File: src/rtl/mon_irq_pkg.sv
package mon_irq_pkg;
  localparam int ADDR_W = 4;
  localparam int DATA_W = 8;

  localparam logic [ADDR_W-1:0] A_CFG       = 4'd0;
  localparam logic [ADDR_W-1:0] A_STAT_AN   = 4'd1;
  localparam logic [ADDR_W-1:0] A_STAT_FAN  = 4'd2;
  localparam logic [ADDR_W-1:0] A_STAT_MISC = 4'd3;
  localparam logic [ADDR_W-1:0] A_STAT_GPIO = 4'd4;
  localparam logic [ADDR_W-1:0] A_MASK_AN   = 4'd5;
  localparam logic [ADDR_W-1:0] A_MASK_FAN  = 4'd6;
  localparam logic [ADDR_W-1:0] A_MASK_MISC = 4'd7;
  localparam logic [ADDR_W-1:0] A_MASK_GPIO = 4'd8;

  localparam int CFG_EN      = 1;
  localparam int CFG_CLR     = 2;
  localparam int CFG_AUTOFAN = 4;

  localparam int MISC_THERM  = 3;
  localparam int MISC_FANCHG = 4;
  localparam int MISC_INTR   = 6;
  localparam int MISC_GPIOHI = 7;

  typedef struct packed {
    logic statRead;
    logic araHit;
    logic wrCfg;
    logic wrMaskAn;
    logic wrMaskFan;
    logic wrMaskMisc;
    logic wrMaskGpio;
    logic thermEdge;
    logic fanEdge;
  } ctrl_strobe_t;
endpackage

File: src/rtl/mon_irq_chan.sv
module mon_irq_chan #(
  parameter int W = 8
) (
  input  logic         clk,
  input  logic         rst,
  input  logic         cycleEnd,
  input  logic [W-1:0] sample,
  input  logic [W-1:0] mask,
  input  logic         statClear,
  input  logic         irqClear,
  output logic [W-1:0] status,
  output logic         latch,
  output logic         armed
);
  logic hit;
  assign hit = |(sample & ~mask);

  always_ff @(posedge clk) begin
    if (rst) begin
      status <= '0;
      latch  <= 1'b0;
      armed  <= 1'b1;
    end else begin
      if (cycleEnd)       status <= sample;
      else if (statClear) status <= '0;

      if (irqClear) begin
        latch <= 1'b0;
        armed <= 1'b0;
      end else if (cycleEnd) begin
        if (armed && hit) latch <= 1'b1;
        armed <= 1'b1;
      end
    end
  end
endmodule

File: src/rtl/mon_irq_ctrl.sv
module mon_irq_ctrl
  import mon_irq_pkg::*;
#(
  parameter logic [6:0] ARA_ADDR = 7'b0001100
) (
  input  logic              clk,
  input  logic              rst,
  input  logic              wrEn,
  input  logic              rdEn,
  input  logic [ADDR_W-1:0] addr,
  input  logic              araValid,
  input  logic [6:0]        araAddr,
  input  logic              thermIn,
  input  logic              fanRunning,
  output ctrl_strobe_t      strb
);
  logic thermPrev, fanPrev;

  always_ff @(posedge clk) begin
    if (rst) begin
      thermPrev <= 1'b0;
      fanPrev   <= 1'b0;
    end else begin
      thermPrev <= thermIn;
      fanPrev   <= fanRunning;
    end
  end

  always_comb begin
    strb            = '0;
    strb.statRead   = rdEn && (addr == A_STAT_AN);
    strb.araHit     = araValid && (araAddr == ARA_ADDR);
    strb.wrCfg      = wrEn && (addr == A_CFG);
    strb.wrMaskAn   = wrEn && (addr == A_MASK_AN);
    strb.wrMaskFan  = wrEn && (addr == A_MASK_FAN);
    strb.wrMaskMisc = wrEn && (addr == A_MASK_MISC);
    strb.wrMaskGpio = wrEn && (addr == A_MASK_GPIO);
    strb.thermEdge  = thermIn ^ thermPrev;
    strb.fanEdge    = fanRunning ^ fanPrev;
  end
endmodule

File: src/rtl/mon_irq_dp.sv
module mon_irq_dp
  import mon_irq_pkg::*;
#(
  parameter int NUM_AN   = 8,
  parameter int NUM_FAN  = 8,
  parameter int NUM_GPIO = 8
) (
  input  logic                clk,
  input  logic                rst,
  input  ctrl_strobe_t        strb,
  input  logic [ADDR_W-1:0]   addr,
  input  logic [DATA_W-1:0]   wrData,
  output logic [DATA_W-1:0]   rdData,
  input  logic                analogEnd,
  input  logic [NUM_AN-1:0]   analogOor,
  input  logic                fanEnd,
  input  logic [NUM_FAN-1:0]  fanSlow,
  input  logic [NUM_GPIO-1:0] gpioIn,
  input  logic                gpioHi,
  input  logic                intrusion,
  output logic                irqN
);
  logic [DATA_W-1:0] cfgReg, maskAn, maskFan, maskMisc, maskGpio;
  logic [NUM_AN-1:0]  statAn;
  logic [NUM_FAN-1:0] statFan;
  logic anLatch, anArmed, fanLatch, fanArmed;
  logic thermChg, fanChg, evLatch;
  logic irqClear, fanEv, evSet, levelIrq, pending;
  logic [DATA_W-1:0] statAnPad, statFanPad, statGpioPad, statMisc;

  assign irqClear = strb.statRead | strb.araHit | cfgReg[CFG_CLR];
  assign fanEv    = strb.fanEdge & cfgReg[CFG_AUTOFAN];
  assign evSet    = (strb.thermEdge & ~maskMisc[MISC_THERM]) |
                    (fanEv & ~maskMisc[MISC_FANCHG]);

  always_ff @(posedge clk) begin
    if (rst) begin
      cfgReg   <= '0;
      maskAn   <= '0;
      maskFan  <= '0;
      maskMisc <= '0;
      maskGpio <= '0;
    end else begin
      if (strb.wrCfg)      cfgReg   <= wrData;
      if (strb.wrMaskAn)   maskAn   <= wrData;
      if (strb.wrMaskFan)  maskFan  <= wrData;
      if (strb.wrMaskMisc) maskMisc <= wrData;
      if (strb.wrMaskGpio) maskGpio <= wrData;
    end
  end

  mon_irq_chan #(.W(NUM_AN)) u_an (
    .clk(clk), .rst(rst), .cycleEnd(analogEnd), .sample(analogOor),
    .mask(maskAn[NUM_AN-1:0]), .statClear(strb.statRead), .irqClear(irqClear),
    .status(statAn), .latch(anLatch), .armed(anArmed)
  );

  mon_irq_chan #(.W(NUM_FAN)) u_fan (
    .clk(clk), .rst(rst), .cycleEnd(fanEnd), .sample(fanSlow),
    .mask(maskFan[NUM_FAN-1:0]), .statClear(strb.statRead), .irqClear(irqClear),
    .status(statFan), .latch(fanLatch), .armed(fanArmed)
  );

  always_ff @(posedge clk) begin
    if (rst) begin
      thermChg <= 1'b0;
      fanChg   <= 1'b0;
      evLatch  <= 1'b0;
    end else begin
      if (strb.thermEdge)    thermChg <= 1'b1;
      else if (strb.statRead) thermChg <= 1'b0;

      if (fanEv)                         fanChg <= 1'b1;
      else if (strb.statRead || fanEnd)  fanChg <= 1'b0;

      if (irqClear)   evLatch <= 1'b0;
      else if (evSet) evLatch <= 1'b1;
    end
  end

  always_comb begin
    statAnPad   = '0;
    statFanPad  = '0;
    statGpioPad = '0;
    statAnPad[NUM_AN-1:0]     = statAn;
    statFanPad[NUM_FAN-1:0]   = statFan;
    statGpioPad[NUM_GPIO-1:0] = gpioIn;
    statMisc = '0;
    statMisc[MISC_THERM]  = thermChg;
    statMisc[MISC_FANCHG] = fanChg;
    statMisc[MISC_INTR]   = intrusion;
    statMisc[MISC_GPIOHI] = gpioHi;
  end

  always_comb begin
    case (addr)
      A_CFG:       rdData = cfgReg;
      A_STAT_AN:   rdData = statAnPad;
      A_STAT_FAN:  rdData = statFanPad;
      A_STAT_MISC: rdData = statMisc;
      A_STAT_GPIO: rdData = statGpioPad;
      A_MASK_AN:   rdData = maskAn;
      A_MASK_FAN:  rdData = maskFan;
      A_MASK_MISC: rdData = maskMisc;
      A_MASK_GPIO: rdData = maskGpio;
      default:     rdData = '0;
    endcase
  end

  assign levelIrq = (|(gpioIn & ~maskGpio[NUM_GPIO-1:0])) |
                    (intrusion & ~maskMisc[MISC_INTR]) |
                    (gpioHi & ~maskMisc[MISC_GPIOHI]);
  assign pending  = anLatch | fanLatch | evLatch | levelIrq;
  assign irqN     = ~(cfgReg[CFG_EN] & ~cfgReg[CFG_CLR] & pending);
endmodule

File: src/rtl/mon_irq_agg.sv
module mon_irq_agg
  import mon_irq_pkg::*;
#(
  parameter int         NUM_AN   = 8,
  parameter int         NUM_FAN  = 8,
  parameter int         NUM_GPIO = 8,
  parameter logic [6:0] ARA_ADDR = 7'b0001100
) (
  input  logic                clk,
  input  logic                rst,
  input  logic                wrEn,
  input  logic                rdEn,
  input  logic [3:0]          addr,
  input  logic [7:0]          wrData,
  output logic [7:0]          rdData,
  input  logic                analogEnd,
  input  logic [NUM_AN-1:0]   analogOor,
  input  logic                fanEnd,
  input  logic [NUM_FAN-1:0]  fanSlow,
  input  logic [NUM_GPIO-1:0] gpioIn,
  input  logic                gpioHi,
  input  logic                intrusion,
  input  logic                thermIn,
  input  logic                fanRunning,
  input  logic                araValid,
  input  logic [6:0]          araAddr,
  output logic                irqN
);
  ctrl_strobe_t strb;

  mon_irq_ctrl #(.ARA_ADDR(ARA_ADDR)) u_ctrl (
    .clk(clk), .rst(rst), .wrEn(wrEn), .rdEn(rdEn), .addr(addr),
    .araValid(araValid), .araAddr(araAddr), .thermIn(thermIn),
    .fanRunning(fanRunning), .strb(strb)
  );

  mon_irq_dp #(.NUM_AN(NUM_AN), .NUM_FAN(NUM_FAN), .NUM_GPIO(NUM_GPIO)) u_dp (
    .clk(clk), .rst(rst), .strb(strb), .addr(addr), .wrData(wrData),
    .rdData(rdData), .analogEnd(analogEnd), .analogOor(analogOor),
    .fanEnd(fanEnd), .fanSlow(fanSlow), .gpioIn(gpioIn), .gpioHi(gpioHi),
    .intrusion(intrusion), .irqN(irqN)
  );
endmodule

File: config.mk
export PLATFORM = sky130hd
export DESIGN_NAME = mon_irq_agg
export DESIGN_NICKNAME = d
export VERILOG_FILES = /design/src/rtl/mon_irq_pkg.sv /design/src/rtl/mon_irq_chan.sv /design/src/rtl/mon_irq_ctrl.sv /design/src/rtl/mon_irq_dp.sv /design/src/rtl/mon_irq_agg.sv
export SDC_FILE = /design/constraint.sdc
export NUM_CORES = 1
export LEC_CHECK = 0
export ABC_AREA = 1
export ABC_CLOCK_PERIOD_IN_PS = 1200
export BUFFER_PORTS_ARGS = -buffer_cell sky130_fd_sc_hd__buf_4
export CELL_PAD_IN_SITES_DETAIL_PLACEMENT = 1
export CELL_PAD_IN_SITES_GLOBAL_PLACEMENT = 1
export CORE_MARGIN = 3
export CORE_UTILIZATION = 35
export CTS_CLUSTER_DIAMETER = 100
export DETAILED_ROUTE_END_ITERATION = 8
export GPL_ROUTABILITY_DRIVEN = 1
export PLACE_DENSITY = 0.81
export SETUP_SLACK_MARGIN = 0.5
export SKIP_CTS_REPAIR_TIMING = 1
export SLEW_MARGIN = 25
export SYNTH_ARGS = -nofsm -noshare
export SYNTH_HDL_FRONTEND = slang
export SYNTH_HIERARCHICAL = 1
export SYNTH_SLANG_ARGS = --single-unit
export TNS_END_PERCENT = 30
File: constraint.sdc
create_clock -name clk -period 1.2 [get_ports clk]
set_input_delay 0.24 -clock clk [delete_from_list [all_inputs] [get_ports clk]]
set_output_delay 0.24 -clock clk [all_outputs]
set_load 0.02 [all_outputs]
==> reports/qor_table.md, run 1 <==
| Stage | Quantity | Value |
|---|---|---|
| timing | Unrepaired setup endpoints after global routing | true |
| die | Core ar. | 9280 um2 |
| clock tree | CTS Buffer Depth | 2 |
| grt | Maximum number of pins on one net before global-route repair | 41 |
| timing | Final hold viol count | 0 |
| setup path | Critical path capture point type | output port |
| clock tree | Number of sinks driven by the clock tree | 65 |
| die | Die Wd | 104 um |
| timing | Portion of the clock cycle consumed by the worst path in the final layout | 129% |
| placement | Post-DP Area | 4330 um2 |
| yosys | Cell area after synthesis | 3360 um2 |
| clock tree | H-tree depth | 3 |
| setup path | Arrival time of the worst setup path | 1.31 ns |
| clock tree | Clock transition at the registers of the reported paths | 0.07 ns |
| cells and area | Final std cells w/o fill | 759 |
| drt | Number of DRC violations after detailed routing | 0 |
| setup path | Critical Path Start Type | register |
| grt | Via count of the first global-routing pass | 3986 |
| yosys | Cell count after synthesis | 530 |
| timing | Fmax | 0.646 GHz |
| power | Overall power of the completed layout | 5.46 mW |
| setup path | Worst EP required | 0.96 ns |
| outcome | Violations in the final reports | negative setup slack |
| setup path | Register-to-Register Setup Slack | 0.16 ns |
| timing | Shortest clock period the worst path allows after layout | 1.55 ns |
| setup path | Worst reg2reg startpoint | u_dp/maskAn[6] |
| placement | Half-perimeter wire length after placement | 9.50 mm |
| drt | DRT antenna net count | 0 |
| power | Pwr Density | 993 nW/um2 |
| yosys | Number of warnings issued by yosys | 6 |
| setup path | Maximum fanout count along the critical path | 3 |
| yosys | Mapped Nets | 584 |
| worst hold path | Hold Path Class | in -> reg |
| timing | Count of endpoints failing setup in the final report | 9 |
| placement | Final weighted congestion in routability-driven placement | 0.868 |
| timing | Number of pins with negative max-slew slack in the final report | 0 |
| yosys | Share of the yosys chip area belonging to registers | 38.7% |
| setup path | Worst-case reg-to-reg path depth | 7 |
| worst hold path | Start point of the worst min-delay path | fanRunning |
| grt | Initial antenna violation count | 0 |
| power | LEAKAGE | 2.33 nW |
| placement | Number of port buffers | 62 |
| cells and area | Relative area change from synthesis to final layout | 63.4% |
| drt | Vias per std cell | 5.45 |
| clock tree | Clock insertion delay at the later pin of the skew report | 0.36 ns |
| job | Max cap viols | 0 |
| yosys | Register bit total from synthesis | 65 |
| drt | Total Routed Length | 16.0 mm |
| grt | GRT Overall Usage | 23.3% |
| timing | Worst path setup slack after routing | -0.349 ns |
| grt | Remaining global-route overflow | 0 |
| die | Die outline area | 10800 um2 |
| timing | Relative slew slack | 76.8% |
| timing | Worst clock skew | 0.00529 ns |
| die | Row count | 35 |
| timing | Transition time at the pin with the least slew margin | 0.348 ns |
| yosys | Average size of a mapped cell | 6.35 um2 |
| drt | Vias after detailed routing | 4134 |
| setup path | Reg2reg end | u_dp/u_an/latch |
| setup path | Type of the worst setup path | reg -> out |
| placement | Number of cells in the design after placement | 729 |
| clock tree | Number of buffers added by the clock tree synthesis step | 9 |
| cells and area | Summed area of non-filler cells in the final layout | 5500 um2 |
| drt | Routed len/inst | 21.1 um |
| power | Peak VDD IR | 0.698 mV |
| grt | Wire length of the first global-routing pass | 20.0 mm |
| cells and area | Share of final-layout standard cells stronger than drive strength 1 | 52.7% |
| worst hold path | Hold-critical path depth | 3 |
| cells and area | Final layout net count | 680 |
| drt | 1st-iter DRT viols | 262 |
| outcome | Status | complete, but fails checks |
| cells and area | N_diodes | 0 |
| clock tree | Clock tree from TritonCTS | done |
| clock tree | Cell at the root of the clock tree | sky130_fd_sc_hd__clkbuf_8 |
| die | Height of the chip | 104 um |
| worst hold path | Worst min-delay path endpoint | u_ctrl/fanPrev |
| drt | DRT Pass-1 Iters | 5 |
| yosys | Cell variety after synth | 22 |
| cells and area | Number of fill cells in the layout | 1150 |
| die | Starting density of the core | 36.2% |
| die | Number of primary I/O pins | 63 |
[state kept, by name, summed over array words and instances (netlist names), 8 cells and up]
signal and cells:
u_dp/maskMisc 8, u_dp/u_fan/status 8, u_dp/cfgReg 8, u_dp/maskGpio 8, u_dp/maskFan 8, u_dp/maskAn 8
u_dp/u_an/status 8
[routing by layer]
metal | up-vias | part of all wire (%) | global-route usage [%]
met4 | 0 | 4.9 | 8.17
met2 | 184 | 53 | 41.2
met5 | - | 0 | 0
li1 | 1879 | - | -
met3 | 63 | 5.2 | 3.79
met1 | 2008 | 37 | 28.5
[critical path, stage by stage, from the launching register on]
cell	delay (ns)
sky130_fd_sc_hd__dfxtp_1	0.36
sky130_fd_sc_hd__nand3_2	0.09
sky130_fd_sc_hd__nand2_1	0.07
sky130_fd_sc_hd__nor2_1	0.18
sky130_fd_sc_hd__nand3_2	0.12
sky130_fd_sc_hd__buf_6	0.15
[logic make-up after synthesis]
group                  Yosys count  synth area share, %
AO/OA/AOI/OAI                   75                 11.4
flip-flops                      65                 38.7
buffers and inverters           78                 10.3
AND/OR/NAND/NOR                310                 39.1
XOR/XNOR                         2                0.521
[worst max-delay path by stage]
stage / from / endpoint / slack (ns) / cells past startpoint
after detailed placement: addr[0] / rdData[0] / -0.36 / 8
after global placement: addr[0] / rdData[4] / -0.35 / 8
after floorplan: addr[2] / rdData[3] / 0.12 / 6
final: u_dp/maskFan[2] / rdData[2] / -0.35 / 5
after CTS: u_dp/u_fan/latch / irqN / -0.45 / 6
after global routing: u_dp/maskFan[2] / rdData[2] / -0.43 / 5
[synthesized netlist by cell type (all sizes together)]
library cell,count,share of area (%)
inv,58,6.5
o21ai,48,7.1
nor2,121,15
dfxtp,65,39
nor3,1,0.15
clkinv,2,0.22
buf,12,2.9
nand2,113,13
and3,1,0.19
nand3b,1,0.22
xor2,2,0.52
clkbuf,6,0.67
a21oi,27,4.2
nand3,73,11
[stage by stage]
stage	util, %	setup slack [ns]	hold WS [ns]	setup TNS [ns]
finish	59.2	-0.349	0.107	-2.80
global placement	46.6	-0.354	0.450	-8.86
floorplan	-	0.120	0.309	0
detailed placement	46.6	-0.364	0.459	-11.46
global route	59.2	-0.428	0.111	-3.30
CTS	48.9	-0.454	0.106	-3.19
[power breakdown]
group	internal [mW]	switching [mW]	total, mW
sequential	2.24	0.0832	2.32
clock	1.21	0.882	2.10
combinational	0.449	0.590	1.04
total	3.90	1.55	5.46
[layout make-up]
| class | count | area [um2] | area share, % |
|---|---|---|---|
| inverters | 60 | 299 | 5.44 |
| clock buffers | 12 | 145 | 2.64 |
| well taps | 129 | 161 | 2.94 |
| repair inverters | 2 | 23.8 | 0.433 |
| flip-flops and latches | 65 | 1350 | 24.6 |
| clock inverters | 3 | 65.1 | 1.18 |
| repair buffers | 101 | 1030 | 18.8 |
| multi-input cells | 387 | 2410 | 43.9 |
[cells in the final DEF (no fill, tap or decap), types with 17 or more instances in the layout]
| cell type | n |
|---|---|
| sky130_fd_sc_hd__a21oi_2 | 17 |
| sky130_fd_sc_hd__buf_4 | 63 |
| sky130_fd_sc_hd__buf_6 | 21 |
| sky130_fd_sc_hd__dfxtp_1 | 31 |
| sky130_fd_sc_hd__dfxtp_2 | 31 |
| sky130_fd_sc_hd__inv_1 | 39 |
| sky130_fd_sc_hd__nand2_1 | 86 |
| sky130_fd_sc_hd__nand2_2 | 24 |
| sky130_fd_sc_hd__nand3_1 | 36 |
| sky130_fd_sc_hd__nand3_2 | 34 |
| sky130_fd_sc_hd__nor2_1 | 73 |
| sky130_fd_sc_hd__nor2_2 | 19 |
| sky130_fd_sc_hd__nor2_4 | 29 |
| sky130_fd_sc_hd__o21ai_2 | 30 |
No activity file was read; power rests on OpenSTA's default activity.
==> run 2: changes to the inputs <==
--- a/config.mk
+++ b/config.mk
@@ -6,7 +6,7 @@
 export NUM_CORES = 1
 export LEC_CHECK = 0
 export ABC_AREA = 1
-export ABC_CLOCK_PERIOD_IN_PS = 1200
+export ABC_CLOCK_PERIOD_IN_PS = 1290
 export BUFFER_PORTS_ARGS = -buffer_cell sky130_fd_sc_hd__buf_4
 export CELL_PAD_IN_SITES_DETAIL_PLACEMENT = 1
 export CELL_PAD_IN_SITES_GLOBAL_PLACEMENT = 1
@@ -16,6 +16,7 @@
 export DETAILED_ROUTE_END_ITERATION = 8
 export GPL_ROUTABILITY_DRIVEN = 1
 export PLACE_DENSITY = 0.81
+export RECOVER_POWER = 50
 export SETUP_SLACK_MARGIN = 0.5
 export SKIP_CTS_REPAIR_TIMING = 1
 export SLEW_MARGIN = 25
==> constraint.sdc (replaced) <==
create_clock -name clk -period 1.29 [get_ports clk]
set_input_delay 0.258 -clock clk [delete_from_list [all_inputs] [get_ports clk]]
set_output_delay 0.258 -clock clk [all_outputs]
set_load 0.02 [all_outputs]
==> run 2 against run 1 <==
  * Clock power decreased by 3%
  * Worst hold slack better by 0.031 ns
  * Sequential power shrank 7%
  * Power fell by 6.0%
  * The run still ends with negative setup slack left
  * Register-to-register slack better by 0.13 ns
  * Combinational power down 11%
  * Flip-flop and latch count unchanged
  * Via count rose by 0.63%
  * Largest power group unchanged
  * Count of clock-buffer cells in the layout grew 1
==> reports/qor_table.md, run 2 (synthesis gave the netlist of run 1 again) <==
| Stage | Quantity | Value |
|---|---|---|
| drt | DRT Pass-1 Iters | 5 |
| setup path | CP startpoint | u_dp/maskMisc[7] |
| timing | Worst path setup slack after routing | -0.304 ns |
| die | Die outline area | 10800 um2 |
| grt | Maximum number of pins on one net before global-route repair | 41 |
| timing | Relative slew slack | 62.0% |
| setup path | Worst reg2reg startpoint | u_dp/maskFan[5] |
| cells and area | Share of final-layout standard cells stronger than drive strength 1 | 48.3% |
| drt | Number of DRC violations after detailed routing | 0 |
| setup path | Worst-path cell with the longest stage delay | sky130_fd_sc_hd__dfxtp_2 |
| power | Pwr Density | 951 nW/um2 |
| clock tree | H-tree depth | 3 |
| setup path | Arrival time of the worst setup path | 1.34 ns |
| cells and area | Commonest cells after routing, fill and taps aside | 87 x sky130_fd_sc_hd__nand2_1, 86 x sky130_fd_sc_hd__nor2_1, 62 x sky130_fd_sc_hd__buf_4, 42 x sky130_fd_sc_hd__inv_1, 37 x sky130_fd_sc_hd__nand3_1 |
| setup path | CP dominant cell by count | sky130_fd_sc_hd__nand2_1 |
| setup path | Maximum fanout count along the critical path | 2 |
| grt | GRT Overall Usage | 22.4% |
| placement | Number of port buffers | 62 |
| cells and area | Relative area change from synthesis to final layout | 60.3% |
| timing | Setup tns final | -2.25 ns |
| timing | Worst slack on hold paths | 0.138 ns |
| setup path | Type of the worst setup path | reg -> out |
| die | Number of primary I/O pins | 63 |
| setup path | CP peak stage delay | 0.34 ns |
| setup path | Critical path's top delay family | simple AND/OR/NAND/NOR gates |
| timing | Fmax | 0.627 GHz |
| setup path | Cell chain of the critical path | inv_1 > nand2_1 > o21ai_1 > nor2_1 > nand3_1 > nand2_1 > buf_6 |
| timing | Final hold viol count | 0 |
| drt | DRT antenna net count | 0 |
| cells and area | Most frequent standard cell in the layout excluding fill and tap cells | sky130_fd_sc_hd__nand2_1 |
| cells and area | Final std cells w/o fill | 760 |
| drt | 1st-iter DRT viols | 289 |
| setup path | Worst EP required | 1.03 ns |
| placement | Half-perimeter wire length after placement | 9.35 mm |
| timing | Number of pins with negative max-slew slack in the final report | 0 |
| power | Peak VDD IR | 0.500 mV |
| die | Height of the chip | 104 um |
| die | Die Wd | 104 um |
| timing | Count of endpoints failing setup in the final report | 15 |
| job | Max cap viols | 0 |
| clock tree | Number of sinks driven by the clock tree | 65 |
| clock tree | Number of buffers added by the clock tree synthesis step | 9 |
| grt | Wire length of the first global-routing pass | 19.4 mm |
| clock tree | Clock tree from TritonCTS | done |
| timing | Transition time at the pin with the least slew margin | 0.570 ns |
| cells and area | N_diodes | 0 |
| placement | Number of cells in the design after placement | 727 |
| power | LEAKAGE | 2.33 nW |
| timing | Worst clock skew | 0.00797 ns |
| die | Core ar. | 9280 um2 |
| die | Row count | 35 |
| drt | Vias after detailed routing | 4160 |
| drt | Total Routed Length | 16.0 mm |
| outcome | Status | complete, but fails checks |
| worst hold path | Start point of the worst min-delay path | fanRunning |
| grt | Via count of the first global-routing pass | 3926 |
| clock tree | Clock insertion delay at the later pin of the skew report | 0.35 ns |
| clock tree | CTS Buffer Depth | 2 |
| grt | Initial antenna violation count | 0 |
| setup path | CP Buf/Inv Count | 2 |
| cells and area | Final layout net count | 681 |
| drt | Routed len/inst | 21.0 um |
| clock tree | Cell at the root of the clock tree | sky130_fd_sc_hd__clkbuf_8 |
| die | Starting density of the core | 36.2% |
| timing | Shortest clock period the worst path allows after layout | 1.59 ns |
| cells and area | Number of fill cells in the layout | 1145 |
| grt | Remaining global-route overflow | 0 |
| timing | Portion of the clock cycle consumed by the worst path in the final layout | 124% |
| outcome | Violations in the final reports | negative setup slack |
| timing | Unrepaired setup endpoints after global routing | true |
| setup path | Critical Path Start Type | register |
| cells and area | Post-layout util | 58.1% |
| power | Overall power of the completed layout | 5.13 mW |
| drt | Vias per std cell | 5.47 |
| worst hold path | Hold Path Class | in -> reg |
| placement | Final weighted congestion in routability-driven placement | 0.904 |
| clock tree | Clock transition at the registers of the reported paths | 0.07 ns |
| setup path | Critical path capture point type | output port |
==> run 2: cell count changes in the layout (fill, tap and decap cells not counted), moves of 4 or more <==
cell,change
sky130_fd_sc_hd__buf_12,+4
sky130_fd_sc_hd__nand3_2,-4
sky130_fd_sc_hd__a21oi_1,+8
sky130_fd_sc_hd__clkbuf_2,+4
sky130_fd_sc_hd__nor2_1,+13
sky130_fd_sc_hd__a21oi_2,-8
sky130_fd_sc_hd__nor2_4,-13
sky130_fd_sc_hd__buf_6,-7
==> run 2: final timing paths <==
path                                              to  slack [ns]  cells past startpoint
worst max-delay path                            irqN       -0.30                      7
worst min-delay path                  u_ctrl/fanPrev        0.14                      3
worst min register to register  u_dp/u_fan/status[0]        0.48                      2
worst max register to register      u_dp/u_fan/latch        0.29                      7
==> run 2: worst reg2reg max path, delay by kind of cell, from the launching register on <==
family / cells / cell delay (ns)
and+or+nand+nor: 5 / 0.39
DFF: 1 / 0.41
buffers and inverters: 1 / 0.07
AOI/OAI and AO/OA: 1 / 0.04
==> run 2: area by class of cell <==
class	count	area [um2]	area share, %
Inverter	60	283	5.24
Clock buffer	13	169	3.13
Clock inverter	2	60.1	1.11
Timing Repair Buffer	103	1080	20.0
Sequential cell	65	1350	25.0
Timing Repair inverter	1	11.3	0.209
Multi-Input combinational cell	387	2280	42.3
Tap cell	129	161	2.99
==> run 2: stage by stage <==
stage / cell area [um2] / setup slack (ns)
after floorplan: 3590 / 0.174
after global placement: 4310 / -0.284
after detailed placement: 4310 / -0.291
after CTS: 4540 / -0.367
after global routing: 5390 / -0.400
final: 5390 / -0.304
==> run 2: metal layers <==
layer / GRT usage [%] / vias to the layer above / part of all wire [%]
met4: 8.83 / 0 / 5.2
met3: 3.54 / 60 / 5.0
met1: 27.4 / 2040 / 37
li1: - / 1878 / -
met2: 39.4 / 182 / 52
met5: 0 / - / 0
==> run 2: report_power, final <==
part	total, mW	switching (mW)	internal, mW
clock network	2.04	0.801	1.24
logic	0.928	0.516	0.412
registers	2.16	0.0758	2.09
total	5.13	1.39	3.74
==> run 3: changes to the inputs <==
--- a/config.mk
+++ b/config.mk
@@ -15,6 +15,7 @@
 export CTS_CLUSTER_DIAMETER = 100
 export DETAILED_ROUTE_END_ITERATION = 8
 export GPL_ROUTABILITY_DRIVEN = 1
+export GPL_TIMING_DRIVEN = 0
 export PLACE_DENSITY = 0.81
 export RECOVER_POWER = 50
 export SETUP_SLACK_MARGIN = 0.5
==> run 3 against run 2 <==
  * Non-clock buffer count grew 4
  * The flow still finishes with violations (negative setup slack)
  * Flip-flop and latch count is the same
  * Maximum frequency fell by 4.2%
==> reports/qor_table.md, run 3 (synthesis gave the netlist of run 1 again) <==
| Stage | Quantity | Value |
|---|---|---|
| outcome | Status | complete, but fails checks |
| outcome | Violations in the final reports | negative setup slack |
| clock tree | Clock insertion delay at the later pin of the skew report | 0.35 ns |
| grt | GRT Overall Usage | 23.2% |
| cells and area | Commonest cells after routing, fill and taps aside | 85 x sky130_fd_sc_hd__nand2_1, 62 x sky130_fd_sc_hd__buf_4, 56 x sky130_fd_sc_hd__nor2_1, 43 x sky130_fd_sc_hd__inv_1, 41 x sky130_fd_sc_hd__dfxtp_1 |
| cells and area | Final layout net count | 684 |
| setup path | Type of the worst setup path | reg -> out |
| power | LEAKAGE | 2.33 nW |
| grt | Maximum number of pins on one net before global-route repair | 11 |
| drt | Number of DRC violations after detailed routing | 0 |
| placement | Final weighted congestion in routability-driven placement | 0.891 |
| setup path | Critical Path Start Type | register |
| timing | Final hold viol count | 0 |
| die | Core ar. | 9280 um2 |
| grt | Initial antenna violation count | 0 |
| clock tree | Cell at the root of the clock tree | sky130_fd_sc_hd__clkbuf_8 |
| clock tree | Number of sinks driven by the clock tree | 65 |
| die | Starting density of the core | 36.2% |
| timing | Count of endpoints failing setup in the final report | 22 |
| setup path | Reg2reg end | u_dp/u_fan/latch |
| power | Overall power of the completed layout | 4.98 mW |
| drt | Routed len/inst | 22.2 um |
| timing | Worst path setup slack after routing | -0.373 ns |
| drt | 1st-iter DRT viols | 287 |
| setup path | Worst-case reg-to-reg path depth | 7 |
| die | Die Wd | 104 um |
| timing | Unrepaired setup endpoints after global routing | true |
| drt | Vias after detailed routing | 4203 |
| cells and area | Most frequent standard cell in the layout excluding fill and tap cells | sky130_fd_sc_hd__nand2_1 |
| grt | Remaining global-route overflow | 0 |
| power | Pwr Density | 902 nW/um2 |
| timing | Relative slew slack | 67.0% |
| power | Peak VDD IR | 0.564 mV |
| placement | Number of cells in the design after placement | 721 |
| die | Number of primary I/O pins | 63 |
| clock tree | Number of buffers added by the clock tree synthesis step | 9 |
| clock tree | CTS Buffer Depth | 2 |
| placement | Number of port buffers | 62 |
| worst hold path | Hold Path Class | in -> reg |
| die | Row count | 35 |
| clock tree | Clock tree from TritonCTS | done |
| clock tree | Clock transition at the registers of the reported paths | 0.08 ns |
| cells and area | Final std cells w/o fill | 763 |
| cells and area | Number of fill cells in the layout | 1125 |
| timing | Shortest clock period the worst path allows after layout | 1.66 ns |
| drt | Total Routed Length | 16.9 mm |
| setup path | Worst reg2reg startpoint | u_dp/maskFan[6] |
| setup path | End point of the critical path | irqN |
| timing | Worst clock skew | 0.00788 ns |
| timing | Number of pins with negative max-slew slack in the final report | 0 |
| grt | Wire length of the first global-routing pass | 20.0 mm |
| die | Height of the chip | 104 um |
| timing | Portion of the clock cycle consumed by the worst path in the final layout | 129% |
| setup path | Critical path capture point type | output port |
| setup path | Maximum fanout count along the critical path | 2 |
| cells and area | Share of final-layout standard cells stronger than drive strength 1 | 50.3% |
| setup path | Register-to-Register Setup Slack | 0.22 ns |
| setup path | Worst EP required | 1.03 ns |
| job | Max cap viols | 0 |
| timing | Transition time at the pin with the least slew margin | 0.495 ns |
| drt | DRT antenna net count | 0 |
| die | Die outline area | 10800 um2 |
| cells and area | N_diodes | 0 |
| drt | DRT Pass-1 Iters | 5 |
| clock tree | H-tree depth | 3 |
| grt | Via count of the first global-routing pass | 4004 |
| setup path | Arrival time of the worst setup path | 1.41 ns |
| timing | Fmax | 0.601 GHz |
| cells and area | Relative area change from synthesis to final layout | 64.2% |
| setup path | CP startpoint | u_dp/maskMisc[7] |
| placement | Half-perimeter wire length after placement | 9.67 mm |
| drt | Vias per std cell | 5.51 |
[run 3: cell types whose count changed in the layout (fill, tap and decap cells not counted), moves of 11 or more]
cell / delta
sky130_fd_sc_hd__nor2_1: -30
sky130_fd_sc_hd__o21ai_2: -21
sky130_fd_sc_hd__dfxtp_1: +11
sky130_fd_sc_hd__nor2_4: +16
sky130_fd_sc_hd__dfxtp_2: -11
sky130_fd_sc_hd__o21ai_0: +29
sky130_fd_sc_hd__nor2_2: +14
[run 3: critical path: stages, from the launching register on]
cell                      delay (ns)
sky130_fd_sc_hd__dfxtp_2        0.34
sky130_fd_sc_hd__inv_1          0.06
sky130_fd_sc_hd__nand2_1        0.08
sky130_fd_sc_hd__o21ai_1        0.08
sky130_fd_sc_hd__nor2_1         0.14
sky130_fd_sc_hd__nand3_1        0.12
sky130_fd_sc_hd__nand2_1        0.09
sky130_fd_sc_hd__buf_6          0.12
[run 3: area by class of cell]
cell class,instances,area (um2),share of cell area [%]
inverters,60,290,5.26
well taps,129,161,2.92
plain buffers,18,199,3.60
clock inverters,3,40.0,0.725
clock buffers,12,155,2.81
repair buffers,89,866,15.7
flip-flops and latches,65,1330,24.2
multi-input cells,387,2480,44.9
[run 3: worst min-delay path by stage]
stage                     slack, ns            start               end  cells past startpoint
after floorplan                0.33              rst       u_dp/fanChg                      1
after global placement         0.45  u_dp/u_an/latch   u_dp/u_an/latch                      2
after detailed placement       0.45  u_dp/u_an/latch   u_dp/u_an/latch                      2
after CTS                      0.13          thermIn  u_ctrl/thermPrev                      3
after global routing           0.14       fanRunning    u_ctrl/fanPrev                      3
final                          0.13       fanRunning    u_ctrl/fanPrev                      3
[run 3: power breakdown]
part / internal [mW] / total [mW] / switching (mW)
logic: 0.421 / 1.00 / 0.578
clock network: 0.983 / 1.83 / 0.851
registers: 2.08 / 2.15 / 0.0686
[run 3: routing by layer]
layer  share of wire [%]  wire length (um)  global-route usage (%)  vias up
li1                    -                 -                       -     1884
met1                  39              6580                    29.9     2081
met2                  51              8670                    40.1      192
met3                 6.2              1050                    3.79       46
met4                 3.6               610                    6.74        0
met5                   0                 0                       0        -
[run 3: through the flow]
step	worst slack [ns]	util, %	instance area (um2)	setup TNS (ns)	hold WS [ns]
after floorplan	0.174	-	3590	0	0.327
after global placement	-0.369	45.5	4220	-6.83	0.451
after detailed placement	-0.397	45.5	4220	-8.32	0.451
after CTS	-0.412	47.6	4420	-3.51	0.127
after global routing	-0.467	59.5	5520	-4.57	0.142
final	-0.373	59.5	5520	-2.82	0.130
